## src/rtl/alu8_pkg.sv

```systemverilog
package alu8_pkg;

  localparam int unsigned DATA_W = 8;

  typedef enum logic [3:0] {
    OP_ADD   = 4'h0,
    OP_ADDC  = 4'h1,
    OP_SUBB  = 4'h2,
    OP_INC   = 4'h3,
    OP_DEC   = 4'h4,
    OP_MUL   = 4'h5,
    OP_DIV   = 4'h6,
    OP_DA    = 4'h7,
    OP_LDA   = 4'h8,
    OP_LDB   = 4'h9,
    OP_LDPSW = 4'hA
  } op_e;

endpackage

```

## src/rtl/alu8_arith.sv

```systemverilog
module alu8_arith
  import alu8_pkg::*;
#(
  parameter int unsigned W = DATA_W
) (
  input  op_e          op,
  input  logic [W-1:0] a,
  input  logic [W-1:0] opnd,
  input  logic         cy_i,
  input  logic         ac_i,
  output logic [W-1:0] res,
  output logic         cy_o,
  output logic         ac_o,
  output logic         ov_o
);

  localparam int unsigned NIB = 4;
  localparam logic [W:0] LO_FIX = (W+1)'(6);
  localparam logic [W:0] HI_FIX = (W+1)'(6) << NIB;

  logic         cin;
  logic [W:0]   sum_w, dif_w, da_t1, da_t2;
  logic [NIB:0] sum_n, dif_n;
  logic         lo_adj, hi_adj;

  always_comb begin
    cin   = ((op == OP_ADDC) || (op == OP_SUBB)) ? cy_i : 1'b0;
    sum_w = {1'b0, a} + {1'b0, opnd} + {{W{1'b0}}, cin};
    dif_w = {1'b0, a} - {1'b0, opnd} - {{W{1'b0}}, cin};
    sum_n = {1'b0, a[NIB-1:0]} + {1'b0, opnd[NIB-1:0]} + {{NIB{1'b0}}, cin};
    dif_n = {1'b0, a[NIB-1:0]} - {1'b0, opnd[NIB-1:0]} - {{NIB{1'b0}}, cin};

    lo_adj = (a[NIB-1:0] > NIB'(9)) || ac_i;
    da_t1  = {1'b0, a} + (lo_adj ? LO_FIX : '0);
    hi_adj = (da_t1[W-1:W-NIB] > NIB'(9)) || cy_i || da_t1[W];
    da_t2  = da_t1 + (hi_adj ? HI_FIX : '0);

    res  = a;
    cy_o = cy_i;
    ac_o = ac_i;
    ov_o = 1'b0;
    unique case (op)
      OP_ADD, OP_ADDC: begin
        res  = sum_w[W-1:0];
        cy_o = sum_w[W];
        ac_o = sum_n[NIB];
        ov_o = (a[W-1] == opnd[W-1]) && (sum_w[W-1] != a[W-1]);
      end
      OP_SUBB: begin
        res  = dif_w[W-1:0];
        cy_o = dif_w[W];
        ac_o = dif_n[NIB];
        ov_o = (a[W-1] != opnd[W-1]) && (dif_w[W-1] != a[W-1]);
      end
      OP_INC:  res = a + W'(1);
      OP_DEC:  res = a - W'(1);
      OP_DA: begin
        res  = da_t2[W-1:0];
        cy_o = cy_i | da_t2[W];
      end
      default: res = a;
    endcase
  end

endmodule

```

## src/rtl/alu8_muldiv.sv

```systemverilog
module alu8_muldiv #(
  parameter int unsigned W       = 8,
  parameter int unsigned STEP_SB = 2
) (
  input  logic         clk,
  input  logic         rst_n,
  input  logic         ld,
  input  logic         is_div,
  input  logic [W-1:0] a,
  input  logic [W-1:0] b,
  output logic         busy,
  output logic         fin,
  output logic [W-1:0] res_lo,
  output logic [W-1:0] res_hi,
  output logic         ov
);

  localparam int unsigned MUL_STEPS = W / STEP_SB;
  localparam int unsigned DIV_STEPS = W;
  localparam int unsigned CW        = $clog2(DIV_STEPS + 1);
  localparam int unsigned PW        = W + STEP_SB;

  logic          busy_q, busy_d;
  logic          div_q, div_d;
  logic [CW-1:0] cnt_q, cnt_d;
  logic [2*W-1:0] acc_q, acc_d, acc_nx;
  logic [W-1:0]  mpl_q, mpl_d;
  logic [W-1:0]  dvs_q, dvs_d;

  logic [PW-1:0]  pp;
  logic [2*W-1:0] pp_sh;
  logic [W:0]     rem_sh, rem_nx;
  logic [W-1:0]   quo_nx;
  int unsigned    idx;

  // one iteration of the selected datapath
  always_comb begin
    idx    = MUL_STEPS - 32'(cnt_q);
    pp     = {{STEP_SB{1'b0}}, dvs_q} * {{W{1'b0}}, mpl_q[STEP_SB-1:0]};
    pp_sh  = {{(2*W-PW){1'b0}}, pp} << (STEP_SB * idx);
    rem_sh = {acc_q[2*W-1:W], acc_q[W-1]};
    quo_nx = {acc_q[W-2:0], 1'b0};
    rem_nx = rem_sh;
    if (rem_sh >= {1'b0, dvs_q}) begin
      rem_nx    = rem_sh - {1'b0, dvs_q};
      quo_nx[0] = 1'b1;
    end
    if (div_q) acc_nx = {rem_nx[W-1:0], quo_nx};
    else       acc_nx = acc_q + pp_sh;
  end

  always_comb begin
    busy_d = busy_q;
    div_d  = div_q;
    cnt_d  = cnt_q;
    acc_d  = acc_q;
    mpl_d  = mpl_q;
    dvs_d  = dvs_q;
    if (ld) begin
      busy_d = 1'b1;
      div_d  = is_div;
      cnt_d  = is_div ? CW'(DIV_STEPS) : CW'(MUL_STEPS);
      acc_d  = is_div ? {{W{1'b0}}, a} : '0;
      mpl_d  = a;
      dvs_d  = b;
    end else if (busy_q) begin
      acc_d  = acc_nx;
      mpl_d  = mpl_q >> STEP_SB;
      cnt_d  = cnt_q - CW'(1);
      busy_d = (cnt_q != CW'(1));
    end
  end

  always_ff @(posedge clk or negedge rst_n) begin
    if (!rst_n) begin
      busy_q <= 1'b0;
      div_q  <= 1'b0;
      cnt_q  <= '0;
      acc_q  <= '0;
      mpl_q  <= '0;
      dvs_q  <= '0;
    end else begin
      busy_q <= busy_d;
      div_q  <= div_d;
      cnt_q  <= cnt_d;
      acc_q  <= acc_d;
      mpl_q  <= mpl_d;
      dvs_q  <= dvs_d;
    end
  end

  assign busy   = busy_q;
  assign fin    = busy_q && (cnt_q == CW'(1));
  assign res_lo = acc_nx[W-1:0];
  assign res_hi = acc_nx[2*W-1:W];
  assign ov     = div_q ? (dvs_q == '0) : (acc_nx[2*W-1:W] != '0);

  // the step counter stays within the longest iteration count
  p_cnt_range_r6: assert property (@(posedge clk) disable iff (!rst_n)
    busy_q |-> (cnt_q != '0) && (cnt_q <= CW'(DIV_STEPS)));

  // the control never reloads operands while iterating
  p_no_reload_r11: assert property (@(posedge clk) disable iff (!rst_n)
    ld |-> !busy_q);

endmodule

```

## src/rtl/acc_alu.sv

```systemverilog
module acc_alu
  import alu8_pkg::*;
#(
  parameter int unsigned W       = DATA_W,
  parameter int unsigned STEP_SB = 2
) (
  input  logic         clk,
  input  logic         rst_n,
  input  logic         start_i,
  input  logic [3:0]   op_i,
  input  logic [W-1:0] opnd_i,
  output logic [W-1:0] a_o,
  output logic [W-1:0] b_o,
  output logic [7:0]   psw_o,
  output logic         done_o
);

  op_e opc;
  assign opc = op_e'(op_i);

  logic [W-1:0] a_q, a_d, b_q, b_d;
  logic         cy_q, cy_d, ac_q, ac_d, f0_q, f0_d, ov_q, ov_d, p_q, p_d;
  logic [1:0]   rs_q, rs_d;
  logic         done_q, done_d;

  logic         md_busy, md_fin, md_ov, md_ld, accept, is_md;
  logic [W-1:0] md_lo, md_hi;
  logic [W-1:0] ar_res;
  logic         ar_cy, ar_ac, ar_ov;

  assign accept = start_i && !md_busy;
  assign is_md  = (opc == OP_MUL) || (opc == OP_DIV);
  assign md_ld  = accept && is_md;

  alu8_arith #(.W(W)) u_arith (
    .op   (opc),
    .a    (a_q),
    .opnd (opnd_i),
    .cy_i (cy_q),
    .ac_i (ac_q),
    .res  (ar_res),
    .cy_o (ar_cy),
    .ac_o (ar_ac),
    .ov_o (ar_ov)
  );

  alu8_muldiv #(.W(W), .STEP_SB(STEP_SB)) u_muldiv (
    .clk    (clk),
    .rst_n  (rst_n),
    .ld     (md_ld),
    .is_div (opc == OP_DIV),
    .a      (a_q),
    .b      (b_q),
    .busy   (md_busy),
    .fin    (md_fin),
    .res_lo (md_lo),
    .res_hi (md_hi),
    .ov     (md_ov)
  );

  always_comb begin
    a_d    = a_q;
    b_d    = b_q;
    cy_d   = cy_q;
    ac_d   = ac_q;
    f0_d   = f0_q;
    rs_d   = rs_q;
    ov_d   = ov_q;
    done_d = 1'b0;
    if (accept) begin
      done_d = !is_md;
      case (opc)
        OP_ADD, OP_ADDC, OP_SUBB: begin
          a_d  = ar_res;
          cy_d = ar_cy;
          ac_d = ar_ac;
          ov_d = ar_ov;
        end
        OP_INC, OP_DEC: a_d = ar_res;
        OP_DA: begin
          a_d  = ar_res;
          cy_d = ar_cy;
        end
        OP_LDA: a_d = opnd_i;
        OP_LDB: b_d = opnd_i;
        OP_LDPSW: begin
          cy_d = opnd_i[7];
          ac_d = opnd_i[6];
          f0_d = opnd_i[5];
          rs_d = opnd_i[4:3];
          ov_d = opnd_i[2];
        end
        default: ;
      endcase
    end
    if (md_fin) begin
      a_d    = md_lo;
      b_d    = md_hi;
      cy_d   = 1'b0;
      ov_d   = md_ov;
      done_d = 1'b1;
    end
    p_d = ^a_d;
  end

  always_ff @(posedge clk or negedge rst_n) begin
    if (!rst_n) begin
      a_q    <= '0;
      b_q    <= '0;
      cy_q   <= 1'b0;
      ac_q   <= 1'b0;
      f0_q   <= 1'b0;
      rs_q   <= 2'b00;
      ov_q   <= 1'b0;
      p_q    <= 1'b0;
      done_q <= 1'b0;
    end else begin
      a_q    <= a_d;
      b_q    <= b_d;
      cy_q   <= cy_d;
      ac_q   <= ac_d;
      f0_q   <= f0_d;
      rs_q   <= rs_d;
      ov_q   <= ov_d;
      p_q    <= p_d;
      done_q <= done_d;
    end
  end

  assign a_o    = a_q;
  assign b_o    = b_q;
  assign psw_o  = {cy_q, ac_q, f0_q, rs_q, ov_q, 1'b0, p_q};
  assign done_o = done_q;

  // increment and decrement never disturb the carry flag
  p_incdec_cy_r5: assert property (@(posedge clk) disable iff (!rst_n)
    (accept && ((opc == OP_INC) || (opc == OP_DEC))) |=> $stable(cy_q));

  // a finished iterative operation leaves CY clear and signals done
  p_muldiv_cy_r6: assert property (@(posedge clk) disable iff (!rst_n)
    md_fin |=> (!cy_q && done_q));

  // A and B hold while the iterative unit works
  p_busy_hold_r11: assert property (@(posedge clk) disable iff (!rst_n)
    (md_busy && !md_fin) |=> ($stable(a_q) && $stable(b_q)));

  // F0 and bank select move only on a status load
  p_bank_hold_r12: assert property (@(posedge clk) disable iff (!rst_n)
    !(accept && (opc == OP_LDPSW)) |=> ($stable(f0_q) && $stable(rs_q)));

  // done follows exactly an accepted single-clock op or an iterative finish
  p_done_src_r12: assert property (@(posedge clk) disable iff (!rst_n)
    ((accept && !is_md) || md_fin) |=> done_q);
  p_done_quiet_r12: assert property (@(posedge clk) disable iff (!rst_n)
    !((accept && !is_md) || md_fin) |=> !done_q);

endmodule

```

## config.mk

```make
export PLATFORM = sky130hd
export DESIGN_NAME = acc_alu
export DESIGN_NICKNAME = d
export VERILOG_FILES = /design/src/rtl/alu8_pkg.sv /design/src/rtl/alu8_arith.sv /design/src/rtl/alu8_muldiv.sv /design/src/rtl/acc_alu.sv
export SDC_FILE = /design/constraint.sdc
export NUM_CORES = 1
export LEC_CHECK = 0
export ABC_AREA = 1
export BUFFER_PORTS_ARGS = -buffer_cell sky130_fd_sc_hd__buf_2
export CAP_MARGIN = 10
export CELL_PAD_IN_SITES_DETAIL_PLACEMENT = 0
export CELL_PAD_IN_SITES_GLOBAL_PLACEMENT = 1
export CORE_ASPECT_RATIO = 1.4
export CORE_UTILIZATION = 40
export CTS_CLUSTER_SIZE = 10
export DETAILED_ROUTE_END_ITERATION = 6
export HOLD_SLACK_MARGIN = 0.15
export PLACE_DENSITY_LB_ADDON = 0.1
export SKIP_CTS_REPAIR_TIMING = 1
export SLEW_MARGIN = 10
export SYNTH_ARGS = -nofsm -noshare
export SYNTH_HDL_FRONTEND = slang
export SYNTH_SLANG_ARGS = --single-unit
```

## constraint.sdc

```tcl
create_clock -name clk -period 3.9 [get_ports clk]
set_clock_uncertainty 0.2 [all_clocks]
set_input_delay 0 -clock clk [delete_from_list [all_inputs] [get_ports clk]]
set_output_delay 0 -clock clk [all_outputs]
set_load 0.01 [all_outputs]
```

[Word level (Yosys, flattened, before mapping)]
Cells that the tools add are included.
Word-level totals
  register bits after elaboration: 62
  input port bits: 15
  output and inout port bits: 25
  word-level logic and storage cells: 122
Operators by class
  add/subtract/negate cells: 16
  $mul: 1
  magnitude comparators: 3
  equal/unequal tests: 18
  shift-type cells: 1
  muxes and demuxes: 36
  bitwise gates (word level): 1
  reductions and logical operators: 31
Operators by type and width (count)
  $mux W8: 9
  $mux W16: 3
  $pmux W8 S5: 1
  $shl A10 B32 Y16: 1
  $add A16 B16 Y16: 1
  $eq A4 B3 Y1 const B: 4
  $pmux W8 S2: 1
  $eq A4 B4 Y1 const B: 3
  $mux W4: 3
  $mux W1: 11
  $mul A8 B2 Y10: 1
  $pmux W1 S2: 5
  $add A8 B8 Y9: 1
  $add A8 B9 Y9: 1
  $add A9 B1 Y9: 1
  $add A9 B9 Y9: 1
  $ge A9 B8 Y1: 1
  $sub A8 B8 Y9: 1
  $sub A9 B1 Y9: 1
  $add A8 B1 Y8 const B: 1
  $eq A4 B1 Y1 const B: 2
  $eq A4 B2 Y1 const B: 2
  $gt A4 B4 Y1 const B: 2
  $logic_not A8 Y1: 1
  31 further kinds: 49

[Depth between registers and ports, before layout]
Gate-level depths: netlist of the first run.
  depth in word-level cells: 14
  depth in mapped cells: 38
  gate-level depth less buffers: 37

[Hierarchy]
Synthesis of the first run repeated with hierarchy kept, for this count alone.
Second synthesis, totals
  cell total of the unflattened synthesis: 1184
  area total of the unflattened synthesis: 7556.0 sq um
Modules (own cells, without submodules)
  alu8_muldiv: instances 1, cells each 595, area each 3920.0 sq um, seq. area each 950.9 sq um
  alu8_arith: instances 1, cells each 318, area each 1845.5 sq um, seq. area each 0.0 sq um
  acc_alu: instances 1, cells each 271, area each 1790.5 sq um, seq. area each 600.6 sq um

[Worst setup path after synthesis of the first run]
No wires, ideal clock.
  path type: register to register
  start point: reg u_muldiv.mpl_q[1]
  end point: reg ov_q
  library setup time: 122 ps
  arrival: 3838 ps
  setup slack: -260 ps
  stages on the path, launching flop included: 37
  path buffers: 1
  clock period less this slack: 4160 ps
  cell sequence: dfrtp_1 clkbuf_1 nand2_1 inv_1 ha_1 a21oi_1 nand2_1 nand2_1 nand2_1 a21oi_1 nor2_1 nor2_1 o21ai_0 o21ai_0 nand2_1 nand2_1 nor2_1 o21ai_0 nor2_1 ha_1 a21o_1 a21boi_0 nand3_1 nand2_1 nand2_1 nand2_1 nand2_1 o21ai_0 inv_1 nand2_1 nand3_1 nand2_1 nand2_1 nand2_1 nand2_1 nand2_1 nand2_1
Between the ends
  cells in the longest elaborated chain, start to end: 7
RTL lines
  start, declared: line alu8_muldiv.sv:27  | logic [W-1:0] mpl_q, mpl_d;
  start signal, assigned: line alu8_muldiv.sv:87  | mpl_q <= mpl_d;
  $mul A8 B2 Y10: line alu8_muldiv.sv:39  | pp = {{STEP_SB{1'b0}}, dvs_q} * {{W{1'b0}}, mpl_q[STEP_SB-1:0]};
  $shl A10 B32 Y16: line alu8_muldiv.sv:40  | pp_sh = {{(2*W-PW){1'b0}}, pp} << (STEP_SB * idx);
  $add A16 B16 Y16: line alu8_muldiv.sv:49  | else acc_nx = acc_q + pp_sh;
  $mux W16: line alu8_muldiv.sv:48  | if (div_q) acc_nx = {rem_nx[W-1:0], quo_nx};
  $reduce_bool A8 Y1: line alu8_muldiv.sv:96  | assign ov = div_q ? (dvs_q == '0) : (acc_nx[2*W-1:W] != '0);
  $mux W1: line alu8_muldiv.sv:96
  $mux W1: line acc_alu.sv:96  | if (md_fin) begin
  end signal, assigned: line acc_alu.sv:124  | ov_q <= ov_d;
  end, declared: line acc_alu.sv:22  | logic cy_q, cy_d, ac_q, ac_d, f0_q, f0_d, ov_q, ov_d, p_q, p_d;
Every way passes these cells.
A chain may end at the register's enable or synchronous reset.

[Final worst setup path of the first run]
Ends and elaborated chain as after synthesis.

==> results.py, run 1 <==
metrics = {
    "status": {
        "status": "finished with violations",
        "violations": "negative setup slack",
    },
    "logic_synthesis": {
        "synth_area_mm2": 0.00693,
        "ys_types": 48,
        "ys_async_sr_fraction_pct": 100,
        "yosys.area.top_type": "dfrtp_1",
        "synth_nets": 1176,
        "syn-mean-instance-area_um2": 6.36,
        "synth_flop_cell": "dfrtp_1",
        "yosysWarnings": 0,
        "synth.top_cell.area_share_pct": 22.4,
        "synthCells": 1089,
        "synth.top_cells.by_area": "dfrtp_1 (22%), nand2_1 (16%), ha_1 (11%)",
        "yosysSeqAreaShare_pct": 22.4,
        "ys_ff_latch": 62,
        "synth-edff-count": 0,
    },
    "power": {
        "total_power_uw": 9500,
        "power_leakage_uw": 0.00483,
        "ir_drop_mv": 0.343,
        "power.density_mw_per_mm2": 1030,
    },
    "global_routing": {
        "grt_pass1_wl_mm": 39.3,
        "grt_max_degree": 50,
        "grt_pass1_vias": 7451,
        "grt.overflow.total": 0,
        "antenna_found_initial": 1,
        "grt_usage_pct": 29.0,
    },
    "critical_path": {
        "r2r-start": "u_muldiv.mpl_q[1]$_DFFE_PN0P_",
        "slowest_stage": "dfrtp_2",
        "cp_max_fo": 6,
        "reg2reg_slack_ps": -220,
        "crit_path_end": "ov_q$_DFFE_PN0P_",
        "critPathArrivalTime_ps": 4150,
        "worst_setup_path_start_kind": "flop",
        "r2r-end": "ov_q$_DFFE_PN0P_",
        "criticalPathCategory": "flop to flop",
        "cp-end-kind": "flop",
        "critical-path-max-stage-delay_ps": 460,
        "cpMostUsedCell": "nand2_1",
        "r2r_cells": 30,
        "cp-startpoint": "u_muldiv.mpl_q[1]$_DFFE_PN0P_",
        "worstPathRequired_ps": 3920,
    },
    "clocking": {
        "clkLatencyLatePin_ps": 340,
        "cts_tree": "yes",
        "h-tree-depth": 3,
        "root_buffer": "clkbuf_16",
        "cts_made_buffers": 9,
        "clock-sinks": 62,
        "clock_path_buffers": 2,
        "clk_pin_slew_ps": 60,
    },
    "sta": {
        "fin_ws_ps": -223,
        "tightest_slew_ps": 747,
        "hold_viol": 0,
        "fmax_mhz": 243,
        "max_slew_margin_pct": 50.1,
        "finalCritPeriodShare_pct": 106,
        "min_period_ps": 4120,
        "setup_viol": 7,
        "rsz0062_at_grt": "true",
        "maxSlewViolCount": 0,
    },
    "die": {
        "dieArea_mm2": 0.0179,
        "num_rows": 56,
        "fp.dieH_um": 158,
        "start_util_pct": 41.2,
        "core_region_area_mm2": 0.0168,
        "io_pins": 40,
        "die_w_um": 113,
    },
    "placed_design": {
        "gp_congestion": 0.917,
        "detailed_place_hpwl_mm": 20.5,
        "dp_cells": 1416,
        "portBuffers": 38,
    },
    "drt": {
        "final_antenna_net_count": 0,
        "viasPerCell": 5.35,
        "drt-total-wl_mm": 25.3,
        "num_vias": 7805,
        "wl_per_cell_um": 17.3,
        "drc_errors": 0,
        "drt_iter0_markers": 447,
        "first_pass_iters": 5,
    },
    "finish": {
        "final_cells": 1460,
        "nNetsFinal": 1339,
        "n_fill_cell": 1732,
        "final-seq-area_mm2": 0.00156,
        "antenna_cells": 0,
        "syn_to_final_growth_pct": 32.8,
        "layout_commonest_cell": "nand2_1",
        "final_cell_mix": "nand2_1 (262), inv_1 (153), buf_4 (116), nor2_1 (74), nand3_1 (67)",
        "multi_input_area_mm2": 0.00507,
        "layout-drive-gt1-share_pct": 25.6,
    },
    "flow_run": {
        "cap_violations": 0,
    },
    "min_path": {
        "hold_path.class": "input pin to flop",
    },
}
flip-flops by register name (all words and copies together), names as in the netlist:
register,cells
a_o,8
ac_q,1
b_o,8
cy_q,1
done_o,1
f0_q,1
ov_q,1
p_q,1
rs_q,2
u_muldiv.acc_q,16
u_muldiv.busy,1
u_muldiv.cnt_q,4
u_muldiv.div_q,1
u_muldiv.dvs_q,8
u_muldiv.mpl_q,8
report_power, final:
part | total, µW | leakage, µW | internal, µW | switching, µW
registers | 1290 | 0.000764 | 947 | 341
clock network | 880 | 0.000157 | 575 | 305
logic | 7330 | 0.00390 | 3140 | 4190
total | 9500 | 0.00483 | 4670 | 4830
synthesized netlist by cell type (2+ instances only):
cell type  count
clkbuf_1      15
o21ai_1        3
a21o_1         2
or2_2          6
nand3_1       81
dfrtp_1       62
nor4_1         2
nor2_1        90
o221ai_1       4
o22ai_1       10
nand2b_1       2
or2_1          3
xor2_1        16
o21ai_0       84
nand4_1       19
nor3_1        11
nor2_2         2
nor2_4         3
nand2_2        5
a21oi_1       60
buf_1          2
o211ai_1      17
a21oi_2        2
ha_1          63
inv_1        162
o21bai_1       4
buf_4          9
inv_2          6
fa_1           9
a31oi_1       10
buf_2          5
nand3b_1       6
o21a_1         6
a22oi_1        2
o21ai_2        2
nand2_1      291
a22o_1         2
layout make-up:
type | count | area share, %
clock inverter | 4 | 0.762
tap | 203 | 2.76
timing repair buffer | 183 | 14.8
sequential | 62 | 16.9
inverter | 169 | 6.90
multi-input combinational | 827 | 55.2
clock buffer | 12 | 2.68
layer usage:
layer	part of all wire (%)	up-vias	global-route usage [%]
met4	5.4	2	16.2
met5	0.051	-	0
li1	-	3894	-
met2	55	202	57.6
met3	3.1	69	2.30
met1	36	3638	29.5
worst max-delay path: cells and delay by family, from the launching register on:
kind | cells | cell delay [ps]
AND/OR/NAND/NOR | 21 | 1610
adder cells (fa/ha/maj) | 3 | 950
AO/OA/AOI/OAI | 3 | 490
flip-flops | 1 | 460
buffers and inverters | 2 | 170
XOR/XNOR | 1 | 130
stage by stage:
step	TNS (ps)	utilization [%]	cell area (µm²)	hold slack (ps)	setup slack (ps)
global route	-3980	54.7	9200	169	-479
CTS	-2690	50.1	8430	-642	-357
finish	-658	54.7	9200	123	-223
detailed placement	-2230	48.2	8110	-282	-321
global placement	-1570	48.2	8110	-284	-313
floorplan	-32.1	-	6960	-496	-21.8
how the worst min path moves through the flow:
stage / start / to / slack (ps) / cells after the start
after CTS: rst_n / u_muldiv.acc_q[3]$_DFFE_PN0P_ / -640 / 1
final: op_i[3] / ac_q$_DFFE_PN0P_ / 120 / 7
after detailed placement: rst_n / u_muldiv.cnt_q[3]$_DFFE_PN0P_ / -280 / 1
after global placement: rst_n / u_muldiv.cnt_q[3]$_DFFE_PN0P_ / -280 / 1
after floorplan: rst_n / a_o[0]$_DFF_PN0_ / -500 / 0
after global routing: op_i[2] / done_o$_DFF_PN0_ / 170 / 6
cells by family after synthesis:
kind of cell               synth area share [%]
and+or+nand+nor                            32.2
AOI/OAI and AO/OA                          17.9
buffers and inverters                      11.4
adders and majority gates                  14.0
DFF                                        22.4
xor gates and xnor gates                   2.02
other                                    0.0541
No activity file was read; power rests on OpenSTA's default activity.
==> inputs of run 2 (changes only) <==
==> constraint.sdc (replaced) <==
create_clock -name clk -period 3.4 [get_ports clk]
set_clock_uncertainty 0.2 [all_clocks]
set_input_delay 0 -clock clk [delete_from_list [all_inputs] [get_ports clk]]
set_output_delay 0 -clock clk [all_outputs]
set_load 0.01 [all_outputs]
==> run 2 against run 1 <==
- register-to-register slack worse by 530 ps
- cell count up 3.0%
- the run still ends with negative setup slack left
- sequential power increased by 14%
- flip-flop and latch count stayed put
- global-route usage fell by 0.19 points
==> results.py, run 2 (same netlist as run 1, synthesis figures left out) <==
metrics = {
    "power": {
        "power_leakage_uw": 0.00502,
        "ir_drop_mv": 0.402,
        "power.density_mw_per_mm2": 1170,
        "total_power_uw": 11200,
    },
    "clocking": {
        "clk_pin_slew_ps": 50,
        "cts_tree": "yes",
        "h-tree-depth": 3,
        "clock_path_buffers": 2,
        "clock-sinks": 62,
        "root_buffer": "clkbuf_16",
        "clkLatencyLatePin_ps": 330,
        "cts_made_buffers": 9,
    },
    "finish": {
        "fin_area_mm2": 0.00952,
        "syn_to_final_growth_pct": 37.4,
        "final_util_pct": 56.6,
        "regMostFlops": "u_muldiv.acc_q",
        "final_cells": 1504,
        "largest_reg_flops": 16,
        "nNetsFinal": 1384,
        "layout_commonest_cell": "nand2_1",
        "n_fill_cell": 1679,
        "antenna_cells": 0,
        "final_cell_mix": "nand2_1 (256), buf_4 (171), inv_1 (146), nor2_1 (72), nand3_1 (69)",
        "layout-drive-gt1-share_pct": 30.7,
    },
    "critical_path": {
        "crit_buf_inv": 4,
        "cp_max_fo": 8,
        "crit_path_end": "ov_q$_DFFE_PN0P_",
        "r2r-end": "ov_q$_DFFE_PN0P_",
        "worstPathRequired_ps": 3410,
        "critical-path-max-stage-delay_ps": 460,
        "cp-startpoint": "u_muldiv.mpl_q[1]$_DFFE_PN0P_",
        "r2r-start": "u_muldiv.mpl_q[1]$_DFFE_PN0P_",
        "cp.depth": 36,
        "reg2reg_slack_ps": -750,
        "slowest_stage": "dfrtp_2",
        "criticalPathCategory": "flop to flop",
        "cpMostUsedCell": "nand2_1",
        "critPathArrivalTime_ps": 4160,
        "cp-end-kind": "flop",
        "worst_setup_path_start_kind": "flop",
        "critical-path-top-delay-family": "simple AND/OR/NAND/NOR gates",
        "r2r_cells": 36,
    },
    "die": {
        "core_region_area_mm2": 0.0168,
        "die_w_um": 113,
        "num_rows": 56,
        "io_pins": 40,
        "start_util_pct": 41.2,
        "dieArea_mm2": 0.0179,
        "fp.dieH_um": 158,
    },
    "global_routing": {
        "grt_pass1_wl_mm": 39.1,
        "grt_pass1_vias": 7686,
        "antenna_found_initial": 0,
        "grt.overflow.total": 0,
        "grt_max_degree": 38,
        "grt_usage_pct": 28.8,
    },
    "sta": {
        "fin_ws_ps": -748,
        "holdWs_ps": 103,
        "hold_viol": 0,
        "fmax_mhz": 241,
        "min_period_ps": 4150,
        "maxSlewViolCount": 0,
        "finalCritPeriodShare_pct": 122,
        "rsz0062_at_grt": "true",
        "setup_viol": 23,
        "max_slew_margin_pct": 41.3,
        "tightest_slew_ps": 880,
    },
    "min_path": {
        "hold_path.class": "input pin to flop",
    },
    "placed_design": {
        "gp_congestion": 0.908,
        "portBuffers": 38,
        "place_area_mm2": 0.00854,
        "dp_cells": 1465,
        "detailed_place_hpwl_mm": 20.6,
    },
    "flow_run": {
        "cap_violations": 0,
    },
    "drt": {
        "num_vias": 7890,
        "viasPerCell": 5.25,
        "drt_iter0_markers": 497,
        "wl_per_cell_um": 16.8,
        "final_antenna_net_count": 0,
        "first_pass_iters": 5,
        "drc_errors": 0,
        "drt-total-wl_mm": 25.3,
    },
    "status": {
        "violations": "negative setup slack",
        "status": "finished with violations",
    },
}
[run 2: cell type report]
class                           count  area (µm²)  share of cell area (%)
Inverter                          169         634                    6.66
Clock inverter                      4        48.8                   0.513
Sequential cell                    62        1560                    16.4
Multi-Input combinational cell    827        5110                    53.7
Clock buffer                       11         243                    2.55
Timing Repair Buffer              228        1670                    17.6
Tap cell                          203         254                    2.67
[run 2: worst min-delay path by stage]
stage / cells after the start / endpoint / from
2_1_floorplan: 0 / a_o[0]$_DFF_PN0_ / rst_n
3_3_place_gp: 1 / rs_q[1]$_DFFE_PN0P_ / rst_n
3_5_place_dp: 1 / rs_q[1]$_DFFE_PN0P_ / rst_n
4_1_cts: 1 / rs_q[1]$_DFFE_PN0P_ / rst_n
5_1_grt: 6 / b_o[7]$_DFFE_PN0P_ / op_i[0]
6_report: 6 / b_o[7]$_DFFE_PN0P_ / op_i[0]
[run 2: metal layers]
metal / GRT usage (%) / wire [µm] / share of wire (%)
met1: 29.4 / 9450 / 37
met3: 2.26 / 757 / 3.0
met2: 58.3 / 13900 / 55
met5: 0 / 0 / 0
met4: 13.8 / 1240 / 4.9
[run 2: per-stage QoR]
step / setup slack (ps) / setup TNS [ps]
after floorplan: -496 / -2650
after global placement: -807 / -11900
after detailed placement: -812 / -12920
after CTS: -826 / -13500
after global routing: -1050 / -15780
final: -748 / -9940
[run 2: where the power goes]
| part | leakage [µW] | internal, µW | switching (µW) | total [µW] |
|---|---|---|---|---|
| registers | 0.000762 | 1090 | 383 | 1470 |
| clock network | 0.000145 | 582 | 342 | 924 |
| logic | 0.00411 | 3890 | 4900 | 8780 |
[run 2: worst min-delay path: cells and delay by family]
family	cells	cell delay, ps
buf+inv	3	320
simple gates	2	180
compound gates	1	90
